### config.mk
export PLATFORM = sky130hd
export DESIGN_NAME = e1_tx_formatter
export DESIGN_NICKNAME = d
export VERILOG_FILES = /design/src/rtl/e1_tx_formatter.sv
export SDC_FILE = /design/constraint.sdc
export NUM_CORES = 1
export LEC_CHECK = 0
export BUFFER_PORTS_ARGS = -buffer_cell sky130_fd_sc_hd__buf_2
export CAP_MARGIN = 15
export CORE_ASPECT_RATIO = 1.5
export CORE_MARGIN = 4
export CORE_UTILIZATION = 45
export DETAILED_ROUTE_END_ITERATION = 6
export MAX_ROUTING_LAYER = met4
export PLACE_DENSITY = 0.69
export SYNTH_ARGS = -nofsm -noshare
export SYNTH_HDL_FRONTEND = slang
export SYNTH_SLANG_ARGS = --single-unit
### constraint.sdc
create_clock -name clk -period 3.8 [get_ports clk]
set_clock_uncertainty 0.15 [all_clocks]
set_input_delay 0.19 -clock clk [delete_from_list [all_inputs] [get_ports clk]]
set_output_delay 0.19 -clock clk [all_outputs]
set_load 0.05 [all_outputs]
### src/rtl/e1_tx_formatter.sv
module e1_tx_formatter (
  input  logic       clk,
  input  logic       rst_n,
  input  logic       ser_in,
  input  logic       sig_in,
  input  logic       mf_sync_in,
  input  logic       sig_src_sel,
  input  logic       ts16_ones,
  input  logic       mf_phase,
  input  logic       intl_bit,
  input  logic       remote_alarm,
  input  logic [4:0] nat_bits,
  input  logic [3:0] mf_spare,
  output logic       tx_out,
  output logic       ts16_stb,
  output logic       mf0_stb,
  output logic       align_stb
);
  localparam int BIT_W = 3;
  localparam int TS_W  = 5;
  localparam int FR_W  = 4;
  localparam logic [TS_W-1:0] TS_SIG = TS_W'(16);
  localparam logic [7:0] FAW = 8'b0001_1011;

  logic [BIT_W-1:0] bit_q, bit_n;
  logic [TS_W-1:0]  ts_q, ts_n;
  logic [FR_W-1:0]  fr_q, fr_n;
  logic ser_s, sig_s, sync_s;
  logic nxt_align, fmt;

  always_ff @(negedge clk or negedge rst_n)
    if (!rst_n) begin
      ser_s  <= 1'b0;
      sig_s  <= 1'b0;
      sync_s <= 1'b0;
    end else begin
      ser_s  <= ser_in;
      sig_s  <= sig_in;
      sync_s <= mf_sync_in;
    end

  always_comb begin
    bit_n = bit_q + 1'b1;
    ts_n  = ts_q;
    fr_n  = fr_q;
    if (&bit_q) begin
      ts_n = ts_q + 1'b1;
      if (&ts_q) fr_n = fr_q + 1'b1;
    end
    if (sync_s) begin
      bit_n = '0;
      ts_n  = '0;
      fr_n  = '0;
    end
  end

  assign nxt_align = ~fr_n[0] ^ mf_phase;

  always_comb begin
    fmt = ser_s;
    if (ts_n == '0) begin
      if (bit_n == '0)   fmt = intl_bit;
      else if (nxt_align) fmt = FAW[3'd7 - bit_n];
      else if (bit_n == 3'd1) fmt = 1'b1;
      else if (bit_n == 3'd2) fmt = remote_alarm;
      else               fmt = nat_bits[3'd7 - bit_n];
    end else if (ts_n == TS_SIG) begin
      if (ts16_ones)       fmt = 1'b1;
      else if (fr_n == '0) fmt = bit_n[2] ? mf_spare[2'(3'd7 - bit_n)] : 1'b0;
      else                 fmt = sig_src_sel ? sig_s : ser_s;
    end
  end

  always_ff @(posedge clk or negedge rst_n)
    if (!rst_n) begin
      bit_q  <= '0;
      ts_q   <= '0;
      fr_q   <= '0;
      tx_out <= 1'b1;
    end else begin
      bit_q  <= bit_n;
      ts_q   <= ts_n;
      fr_q   <= fr_n;
      tx_out <= fmt;
    end

  assign ts16_stb  = (ts_q == TS_SIG);
  assign mf0_stb   = (fr_q == '0);
  assign align_stb = ~fr_q[0] ^ mf_phase;
endmodule

==> impl_metrics.env <==
export IMPL_end_kind="register"
export IMPL_drv_slew=0
export IMPL_holdWs_ns=0.05276
export IMPL_p_leak_uw=0.0005348
export IMPL_hpwl_um=1595
export IMPL_fin_total_pwr_uw=328.8
export IMPL_cts_sinks=16
export IMPL_route_detailed_drc=0
export IMPL_grt_overflow_total=0
export IMPL_antenna_found_initial=0
export IMPL_finalSetupViolations=0
export IMPL_core_um2=2052
export IMPL_arrival_ns=3.70
export IMPL_io_pins=23
export IMPL_netlist_instances=96
export IMPL_rsz0062_at_grt="no"
export IMPL_worstSetupStartpointType="register"
export IMPL_numCtsBuffers=3
export IMPL_dp_cells=138
export IMPL_internal_power_uw=242.9
export IMPL_clkPwrFrac_pct=27.4
export IMPL_critPathMaxFanout=10
export IMPL_synth_area_leader_cell="dfrtp_1"
export IMPL_synthesis_nets=122
export IMPL_wl_um=1953
export IMPL_grt_use_total_pct=16.15
export IMPL_seqPwrFrac_pct=55.3
export IMPL_h_tree_depth=1
export IMPL_clockBufferDepth=2
export IMPL_cts_reportedPaths_clkPinSlew_ns=0.08
export IMPL_start_util_pct=47.99
export IMPL_clock_latency_ns=0.28
export IMPL_cts_hold_buf=1
export IMPL_slew_headroom_pct=68.90
export IMPL_pwr_density_cell_nw_per_um2=288.5
export IMPL_postCtsSetupBuffers=0
export IMPL_utilization_pct=55.55
export IMPL_syn_area_per_cell_um2=10.26
export IMPL_avgViaCountPerCell=5.455
export IMPL_root_buffer="clkbuf_4"
export IMPL_die_w_um=46.20
export IMPL_synth_top_area_share_pct=30.50
export IMPL_layout_nets=148
export IMPL_status="complete, no violations"
export IMPL_fin_setup_tns_ns=0
export IMPL_finalHoldViolCount=0
export IMPL_insertedDiodeCount=0
export IMPL_hold_class="in2reg"
export IMPL_grt_pass1_wl_um=3456
export IMPL_ys_flop_type="dfrtp_1"
export IMPL_worst_slew_pin_slew_ns=0.4622
export IMPL_syn_area_um2=984.7
export IMPL_power_switching_uw=85.94
export IMPL_path_class="reg2reg"
export IMPL_synth_edf_count=0
export IMPL_cts_tree="done"
export IMPL_maxCapViolations=0
export IMPL_rows=20
export IMPL_first_pass_iters=4
export IMPL_grt_pass1_vias=758
export IMPL_port_buffers=22
export IMPL_synthToLayoutAreaGrowth_pct=15.76
export IMPL_stdcell_count=143
export IMPL_synth_area_leaders="dfrtp_1 (30%), ha_1 (8.9%), dfrtn_1 (7.6%)"
export IMPL_ys_types=35
export IMPL_ctsResizeCount=0
export IMPL_drive_gt1_share_pct=27.27
export IMPL_num_vias=780
export IMPL_synth_warnings=0
export IMPL_ys_seq_elements=16
export IMPL_die_height_um=65.29
export IMPL_place_congestion=0.7507
export IMPL_first_iter_violations=8
export IMPL_required_ns=3.86
export IMPL_grt_max_degree=17
export IMPL_peakVddDrop_uv=203.4
export IMPL_wl_per_cell_um=13.66
export IMPL_final_antenna_net_count=0
export IMPL_swShare_pct=26.14
export IMPL_power_frac_comb_pct=17.3
export IMPL_dieArea_um2=3016
export IMPL_synth_async_reset_ratio_pct=100.0
export IMPL_yosysSeqAreaShare_pct=40.79
-- cells in the mapped netlist (2+ instances only) --
cell type  instances
a21oi_1            4
a31oi_1            2
buf_4              2
dfrtn_1            3
dfrtp_1           12
ha_1               7
inv_1              8
mux2i_1            4
nand2_1            5
nand4_1            2
nor2_1            16
nor2b_1            2
o21ai_0            2
xnor2_1            4
xor2_1             3
-- flip-flops by register name, summed over array words and instances, names as in the netlist --
register and cells:
ts_q 5, fr_q 4, bit_q 3, ser_s 1, sig_s 1, sync_s 1, tx_out 1
-- metrics by stage --
step	area (µm²)	worst slack [ns]
3_3_place_gp	1104	0.2162
2_1_floorplan	984.7	0.3475
6_report	1140	0.1564
5_1_grt	1140	0.02346
3_5_place_dp	1104	0.1720
4_1_cts	1140	0.1578
-- cell usage in the layout, fill, tap and decap left out, drive strengths merged, types with 4 or more instances in the layout --
master and n:
mux2i 4, a21oi 4, inv 8, ha 7, nand2 5, xnor2 4, nor2 16, clkbuf 4
dfrtp 12, buf 23
-- cells by family after synthesis --
group | after synthesis | share of synthesized area [%]
and+or+nand+nor | 34 | 20.08
DFF | 16 | 40.79
AOI/OAI and AO/OA | 14 | 9.276
buffers and inverters | 11 | 5.718
xor gates and xnor gates | 7 | 6.226
muxes | 7 | 9.021
adders and majority gates | 7 | 8.894
-- routing by layer --
metal  vias up  wire length, µm  track usage, %
li1        382                -               -
met1       373              814           20.31
met2        21             1022           24.83
met3         4               78           1.644
met4         0               38           8.541
met5         -                0               -
-- layout make-up --
cell class / count / area, µm²
sequential: 16 / 401.6
tap: 22 / 27.53
timing repair buffer: 24 / 127.6
multi-input combinational: 69 / 526.8
clock buffer: 4 / 26.28
inverter: 8 / 30.03
fill: 198 / 912.1
-- power by group through the flow --
stage	combinational (µW)	clock [µW]	sequential, µW
2_1_floorplan	32.7	0	189
3_3_place_gp	56.1	0	185
3_5_place_dp	56.9	0	185
4_1_cts	57.8	95.1	182
5_1_grt	64.0	104	183
6_report	56.8	90.1	182
-- critical path: stages (launching register included) --
cell and delay, ns:
dfrtn_1 0.59, nor2_1 0.09, mux2_4 0.28, nand4b_4 0.17, mux2i_1 0.16, o21ai_1 0.07, a31oi_1 0.17
-- final timing paths --
check                                   start  depth (start not counted)                 end  slack, ns
max                          sync_s$_DFF_NN0_                          6    tx_out$_DFF_PN1_       0.16
max reg2reg                  sync_s$_DFF_NN0_                          6    tx_out$_DFF_PN1_       0.16
min                                 ts16_ones                          3    tx_out$_DFF_PN1_       0.05
max in group asynchronous               rst_n                          2     sig_s$_DFF_NN0_       1.23
min in group asynchronous               rst_n                          2   ts_q[2]$_DFF_PN0_       0.19
min reg2reg                bit_q[0]$_DFF_PN0_                          1  bit_q[0]$_DFF_PN0_       0.44
(Power assumes the default switching activity.)
